==> src/rtl/bt_pkg.sv <==
package bt_pkg;

    typedef enum logic [1:0] {
        PH_IDLE = 2'd0,
        PH_LOAD = 2'd1,
        PH_REST = 2'd2
    } bt_phase_e;

    typedef struct packed {
        logic clear;
        logic advance;
        logic test_end;
        logic force_low;
    } bt_ctrl_t;

    function automatic int span_width(input int a, input int b);
        int m;
        m = (a > b) ? a : b;
        return (m <= 2) ? 1 : $clog2(m);
    endfunction

endpackage

==> src/rtl/bt_span_counter.sv <==
module bt_span_counter #(
    parameter int W = 8
) (
    input  logic         clk,
    input  logic         rst,
    input  logic         clear,
    input  logic         advance,
    input  logic [W-1:0] last_val,
    output logic         done
);
    logic [W-1:0] count;

    assign done = (count == last_val);

    always_ff @(posedge clk) begin
        if (rst || clear) begin
            count <= '0;
        end else if (advance) begin
            if (done) count <= '0;
            else      count <= count + 1'b1;
        end
    end
endmodule

==> src/rtl/bt_sequencer.sv <==
module bt_sequencer
    import bt_pkg::*;
(
    input  logic      clk,
    input  logic      rst,
    input  logic      main_ok,
    input  logic      backup_mode,
    input  logic      span_done,
    output bt_phase_e phase,
    output bt_ctrl_t  ctrl
);
    bt_phase_e phase_nx;
    logic      halt;

    assign halt = backup_mode || !main_ok;

    always_comb begin
        ctrl.force_low = backup_mode;
        ctrl.clear     = halt || (phase == PH_IDLE);
        ctrl.advance   = (phase != PH_IDLE);
        ctrl.test_end  = !halt && (phase == PH_LOAD) && span_done;
    end

    always_comb begin
        phase_nx = phase;
        if (halt) begin
            phase_nx = PH_IDLE;
        end else begin
            unique case (phase)
                PH_IDLE: phase_nx = PH_LOAD;
                PH_LOAD: if (span_done) phase_nx = PH_REST;
                PH_REST: if (span_done) phase_nx = PH_LOAD;
                default: phase_nx = PH_IDLE;
            endcase
        end
    end

    always_ff @(posedge clk) begin
        if (rst) phase <= PH_IDLE;
        else     phase <= phase_nx;
    end
endmodule

==> src/rtl/bt_status.sv <==
module bt_status
    import bt_pkg::*;
(
    input  logic     clk,
    input  logic     rst,
    input  bt_ctrl_t ctrl,
    input  logic     batt_above,
    output logic     batt_ok
);
    always_ff @(posedge clk) begin
        if (rst || ctrl.force_low) begin
            batt_ok <= 1'b0;
        end else if (ctrl.test_end) begin
            batt_ok <= batt_above;
        end
    end
endmodule

==> src/rtl/batt_test_sched.sv <==
module batt_test_sched
    import bt_pkg::*;
#(
    parameter int TEST_TICKS = 1235,
    parameter int GAP_TICKS  = 86_400_000
) (
    input  logic clk,
    input  logic rst,
    input  logic main_ok,
    input  logic backup_mode,
    input  logic batt_above,
    output logic test_active,
    output logic batt_ok
);
    localparam int CW = span_width(TEST_TICKS, GAP_TICKS);
    localparam logic [CW-1:0] LOAD_LAST = CW'(TEST_TICKS - 1);
    localparam logic [CW-1:0] REST_LAST = CW'(GAP_TICKS - 1);

    bt_phase_e    phase;
    bt_ctrl_t     ctrl;
    logic         span_done;
    logic [CW-1:0] span_last;

    assign span_last   = (phase == PH_LOAD) ? LOAD_LAST : REST_LAST;
    assign test_active = (phase == PH_LOAD);

    bt_sequencer u_seq (
        .clk        (clk),
        .rst        (rst),
        .main_ok    (main_ok),
        .backup_mode(backup_mode),
        .span_done  (span_done),
        .phase      (phase),
        .ctrl       (ctrl)
    );

    bt_span_counter #(.W(CW)) u_span (
        .clk     (clk),
        .rst     (rst),
        .clear   (ctrl.clear),
        .advance (ctrl.advance),
        .last_val(span_last),
        .done    (span_done)
    );

    bt_status u_stat (
        .clk       (clk),
        .rst       (rst),
        .ctrl      (ctrl),
        .batt_above(batt_above),
        .batt_ok   (batt_ok)
    );
endmodule

==> config.mk <==
export PLATFORM = sky130hd
export DESIGN_NAME = batt_test_sched
export DESIGN_NICKNAME = d
export VERILOG_FILES = /design/src/rtl/bt_pkg.sv /design/src/rtl/bt_span_counter.sv /design/src/rtl/bt_sequencer.sv /design/src/rtl/bt_status.sv /design/src/rtl/batt_test_sched.sv
export SDC_FILE = /design/constraint.sdc
export NUM_CORES = 1
export LEC_CHECK = 0
export ABC_AREA = 1
export BUFFER_PORTS_ARGS = -buffer_cell sky130_fd_sc_hd__clkbuf_2
export CORE_ASPECT_RATIO = 1.1
export CORE_MARGIN = 4
export CORE_UTILIZATION = 47
export DETAILED_ROUTE_END_ITERATION = 16
export PLACE_DENSITY_LB_ADDON = 0.1
export SLEW_MARGIN = 20
export SYNTH_ARGS = -nofsm -noshare
export SYNTH_HDL_FRONTEND = slang
export SYNTH_HIERARCHICAL = 1
export SYNTH_SLANG_ARGS = --single-unit
export TNS_END_PERCENT = 5
==> constraint.sdc <==
create_clock -name clk -period 2.3 [get_ports clk]
set_input_delay 0.46 -clock clk [delete_from_list [all_inputs] [get_ports clk]]
set_output_delay 0.46 -clock clk [all_outputs]
set_load 0.05 [all_outputs]
==> metrics, run 1 <==
Peak VDD IR=between 0.3 and 0.4 mV; Max Cap Viol=0; GRT busiest layer=met2; H-tree depth=2; Final min period=2.03 ns; Cell Rows=25; met2 Use GR=30.0%; simple-gate share of the synthesized area=40.9%; CTS tree=done; post-route DRC violation count=0; clock root buffer=clkbuf_8; vias in the first global route=between 1500 and 2000; global-route wire length before repair=about 8000 µm; register area share after synthesis=between 20% and 30%; Post-DP Area=about 0.0022 mm²; Final Hold Fails=0; Design Area, Final=0.00237 mm²; top cell type's share of synthesized area=between 20% and 30%; met3 Use GR=4.02%; Syn Area/Cell=about 6.5 µm²; PnR worst setup slack=~0.27 ns; RePlAce Congestion=~0.85; Global Route met1 Usage=22.9%; placed cells=392; final hold slack=approximately 0.46 ns; post-synthesis compound-gate area fraction=1.73%; leakage=just over 0.9 nW; # diodes=0; post-synthesis mux area share=less than 1%; drt wl/cell=11.2 µm; Hold Crit Depth=4; Vias=between 1500 and 2000; max-slew violations=0; gr ovfl total=0; crit share post-route=88.3%; reg2reg path depth=13; PortBufs=6; layout cells sized above 1=13.8%; outcome=finished clean; distinct cell type count after synthesis=31; Die ar.=approximately 0.0056 mm²; Top cell by count, worst path=nand2_1; HPWL Detailed=3390 µm; Slowest Stage Delay on Critical Path=0.41 ns; most frequent cells in the layout=87 x nand2_1, 50 x inv_1, 49 x nor2_1, 29 x dfxtp_1, 26 x xnor2_1; largest family of logic cells by synthesized area=simple AND/OR/NAND/NOR gates; critical path peak fanout=8; Core ar.=approximately 0.0043 mm²; Yosys warnings=6; CP Launch Type=flip-flop; Initial DRC Count=just over 60; DRT Wirelength=~4500 µm; total power draw=around 1.1 mW; Setup CP Type=reg -> reg; Final setup viols=0; clk_lat worst skew=0.28 ns; die width=about 70 µm; CTS buffer count=5; Top Ports=7; Synth Instances=321; Worst-path clk slew=approximately 0.060 ns; vias per cell=4.48; clk_skew=0.00277 ns; PwrDens=459 mW/mm²; area leader, netlist=dfxtp_1; mapped cell area=0.00209 mm²; CP Data Required Time=~2.5 ns; Total GRT Usage=~18%; Crit-path slowest cell=dfxtp_1; # hold bufs at CTS=0; cells along the critical path=inv_1 > nand2_4 > xnor2_1 > nand2_1 > nor2_1 > nand2_1 > nor4_2 > buf_4 > nand3_2 > nor3_2 > nand2_1 > nand2_1 > nor2_2; Syn-to-layout area delta=13.1%; Critical Path AT=around 2.2 ns; hold crit path type=in -> reg; Final ANT Viol Nets=0; Starting Density=between 40% and 50%; setup tns final=0 ns; worst slack at placement=0.143 ns; Peak Freq=about 500 MHz; post_cts resized=0; postcts setup bufs=0; Synth Area in Adders=0.598%; largest cells by area after synthesis=dfxtp_1 29%, nand2_1 16%, xnor2_1 11%; Synth Area in XOR/XNOR=around 16%; FF+latch count, synth=30; clock tree sinks=30; chip height=between 70 and 80 µm; nets=around 350; clock buffer depth=2; Layout Cells excl Fill=around 400; antenna violations before repair=0; RSZ-0062 raised after global routing=false; first-pass detailed-route iteration total=4; most common cell after layout, fill and taps aside=nand2_1; CP Capture Type=flip-flop; Finished Core Util=between 50 and 60%; largest net degree at the start of global routing=17
==> path summary, 6_finish.rpt <==
path	from	end	slack, ns
setup reg to reg	u_seq/phase[1]$_SDFFE_PP0P_	u_stat/batt_ok$_SDFFE_PP0P_	0.27
setup / recovery	u_seq/phase[1]$_SDFFE_PP0P_	u_stat/batt_ok$_SDFFE_PP0P_	0.27
hold / removal	rst	u_stat/batt_ok$_SDFFE_PP0P_	0.46
hold reg to reg	u_stat/batt_ok$_SDFFE_PP0P_	u_stat/batt_ok$_SDFFE_PP0P_	0.51
==> flip-flops by register name (all words and copies together), names as in the netlist <==
| signal | cells |
|---|---|
| u_stat/batt_ok | 1 |
| u_seq/phase | 2 |
| u_span/count | 27 |
==> cells in the mapped netlist <==
cell type,instances
nand2_1,88
inv_1,50
nor2_1,49
dfxtp_1,30
xnor2_1,26
xor2_1,13
nand3_1,11
nor2_2,7
nand2_2,6
nand4_1,5
nor3_1,5
nor3_2,4
nand3_2,3
nor2_4,3
a21oi_1,2
buf_4,2
conb_1,2
o21ai_0,2
a21oi_2,1
and2_1,1
buf_2,1
buf_6,1
clkbuf_1,1
clkinv_2,1
ha_1,1
mux2i_1,1
nand2_4,1
nor3_4,1
nor4_1,1
o21bai_1,1
or2_0,1
==> where the power goes <==
part | switching (mW) | total [mW] | leakage [nW] | internal [mW]
combinational | 0.0349 | 0.0572 | 0.632 | 0.0223
clock | 0.205 | 0.507 | 0.0575 | 0.302
sequential | 0.00198 | 0.522 | 0.242 | 0.520
==> layout make-up <==
type	instances	area, µm²
Fill cell	450	1950
Sequential cell	30	602
Timing Repair Buffer	9	52.6
Multi-Input combinational cell	249	1340
Clock buffer	8	110
Inverter	51	193
Tap cell	54	67.6
==> metal layers <==
metal,up-vias,share of wire [%]
li1,989,-
met1,780,48
met2,23,48
met3,4,3.2
met4,0,0.89
met5,-,0
==> worst max-delay path: cells and delay by family (launching register included) <==
family | cells | cell delay, ns
flops | 1 | 0.41
simple gates | 10 | 1.09
buf+inv | 2 | 0.31
xor+xnor | 1 | 0.13
==> cell families after synthesis <==
family	after synthesis
AND/OR/NAND/NOR	186
buffers and inverters	56
adder cells (fa/ha/maj)	1
flip-flops	30
other	2
XOR/XNOR	39
multiplexers	1
AO/OA/AOI/OAI	6
Power figures use the tool's default switching activity.
==> run 2, diff against run 1 <==
Settings changed: CELL_PAD_IN_SITES_DETAIL_PLACEMENT set to 0, CELL_PAD_IN_SITES_GLOBAL_PLACEMENT set to 1, CORE_UTILIZATION 47 to 40, CTS_CLUSTER_SIZE set to 12.
==> run 2 against run 1 <==
  * Sequential cell count unchanged
  * Via count increased by 1.1%
  * Clock skew barely moved
  * Clock-buffer cell count shrank 1
  * Fmax up 1.3%
  * Wire length rose by 3.3%
  * Power is 6.2% lower
  * First-iteration DRC count grew 45%
  * Sequential share of layout area is 0.22 points higher
  * Die area up 16%
==> metrics, run 2 (same netlist as run 1, synthesis figures left out) <==
outcome=finished clean; Setup CP Type=reg -> reg; CP startpoint=u_seq/phase[0]$_SDFFE_PP0P_; DRT Wirelength=4650 µm; Worst R2R End=u_stat/batt_ok$_SDFFE_PP0P_; chip height=~84 µm; clock buffer depth=2; HPWL Detailed=3610 µm; largest net degree at the start of global routing=17; antenna violations before repair=0; Max Cap Viol=0; CP Launch Type=flip-flop; Final min period=about 2 ns; Cell Rows=27; worst slack at placement=roughly 0.18 ns; drt wl/cell=around 11 µm; die width=about 77 µm; leakage=0.925 nW; hold crit path type=in -> reg; CP Capture Type=flip-flop; Peak Freq=around 500 MHz; CP bufs+invs=1; global-route wire length before repair=7940 µm; FF-to-FF Start=u_seq/phase[0]$_SDFFE_PP0P_; Worst-path clk slew=0.06 ns; postcts setup bufs=0; Peak VDD IR=approximately 0.18 mV; Syn-to-layout area delta=12.0%; Top cell by count, worst path=nand2_1; post-route DRC violation count=0; max reg flops=27; area of the multi-input gates=0.00133 mm²; Core ar.=just over 0.005 mm²; # diodes=0; Largest delay share family, worst path=simple AND/OR/NAND/NOR gates; clk_skew=0.00319 ns; biggest regs=u_span/count: 27 flops, u_seq/phase: 2 flops, u_stat/batt_ok: 1 flops; max-slew violations=0; Top Ports=7; critical path peak fanout=16; RSZ-0062 raised after global routing=false; Design Area, Final=~0.0023 mm²; met2 Use GR=26.2%; most frequent cells in the layout=87 x nand2_1, 50 x inv_1, 49 x nor2_1, 30 x dfxtp_1, 26 x xnor2_1; Slowest Stage Delay on Critical Path=0.44 ns; CP Data Required Time=roughly 2.5 ns; Hold Path Origin=rst; Initial DRC Count=90; PwrDens=between 400 and 500 mW/mm²; setup tns final=0 ns; Vias=between 1500 and 2000; cells along the critical path=nand2_4 > xnor2_1 > nand2_1 > nor2_1 > nand2_1 > nor4_1 > buf_4 > nand3_2 > nor3_2 > nand2_1 > nand2_1 > nor2_2; post_cts resized=0; gr ovfl total=0; Total GRT Usage=between 10% and 20%; crit path to=u_stat/batt_ok$_SDFFE_PP0P_; reg2reg path depth=12; Crit-path slowest cell=dfxtp_1; Critical Path AT=around 2.2 ns; PnR worst setup slack=about 0.30 ns; total power draw=about 1.0 mW; clock tree sinks=30; Final Hold Fails=0; Final setup viols=0; Worst path depth=12; RePlAce Congestion=0.816; Register Area=601 µm²; Final ANT Viol Nets=0; clk_lat worst skew=0.28 ns; Global Route met1 Usage=approximately a fifth; clock root buffer=clkbuf_8; most common cell after layout, fill and taps aside=nand2_1; PortBufs=6; Post-DP Area=around 0.0022 mm²; nets=roughly 350; fillers=~550; Biggest register=u_span/count; crit share post-route=87.1%; layout cells sized above 1=around an eighth; CTS buffer count=5; setup slack, reg-to-reg=approximately 0.3 ns; GRT busiest layer=met2; vias in the first global route=1668; Starting Density=between 40 and 50%; vias per cell=4.48; CTS tree=done; Die ar.=0.00646 mm²; met3 Use GR=about 3.7%; H-tree depth=2; first-pass detailed-route iteration total=5; # hold bufs at CTS=0
-- run 2: worst min path at each step --
stage | to | slack (ns) | cells after the start
final | u_stat/batt_ok$_SDFFE_PP0P_ | 0.46 | 4
after global routing | u_stat/batt_ok$_SDFFE_PP0P_ | 0.49 | 4
after CTS | u_stat/batt_ok$_SDFFE_PP0P_ | 0.46 | 4
after detailed placement | u_stat/batt_ok$_SDFFE_PP0P_ | 0.48 | 2
after global placement | u_stat/batt_ok$_SDFFE_PP0P_ | 0.48 | 2
after floorplan | u_span/count[25]$_SDFFE_PP0P_ | 0.52 | 2
-- run 2: area by class of cell --
cell class / instances / area share [%]
multi-input combinational: 248 / 56.6
sequential: 30 / 25.6
inverter: 51 / 8.22
clock buffer: 7 / 3.68
tap: 58 / 3.10
timing repair buffer: 10 / 2.56
clock inverter: 1 / 0.214
-- run 2: tightest hold or removal path, stage by stage --
cell,delay (ns)
clkbuf_2,0.10
nor2_1,0.04
nand2_1,0.07
nor2_2,0.03
-- run 2: per-stage QoR --
stage / hold WS [ns] / std cells / util (%)
floorplan: 0.515 / 334 / -
global placement: 0.480 / 397 / 44.6
detailed placement: 0.478 / 397 / 44.6
CTS: 0.456 / 405 / 46.5
global route: 0.487 / 405 / 46.6
finish: 0.461 / 405 / 46.6
-- run 2: per-layer routing --
layer,vias to the layer above,wire (µm)
met3,2,141
li1,990,-
met2,25,2230
met1,799,2250
met5,-,0
met4,0,25
-- run 2: where the power goes --
group | switching, mW | total [mW] | leakage [nW] | internal [mW]
logic | 0.0346 | 0.0566 | 0.635 | 0.0220
registers | 0.00130 | 0.521 | 0.242 | 0.520
clock network | 0.200 | 0.441 | 0.0482 | 0.241
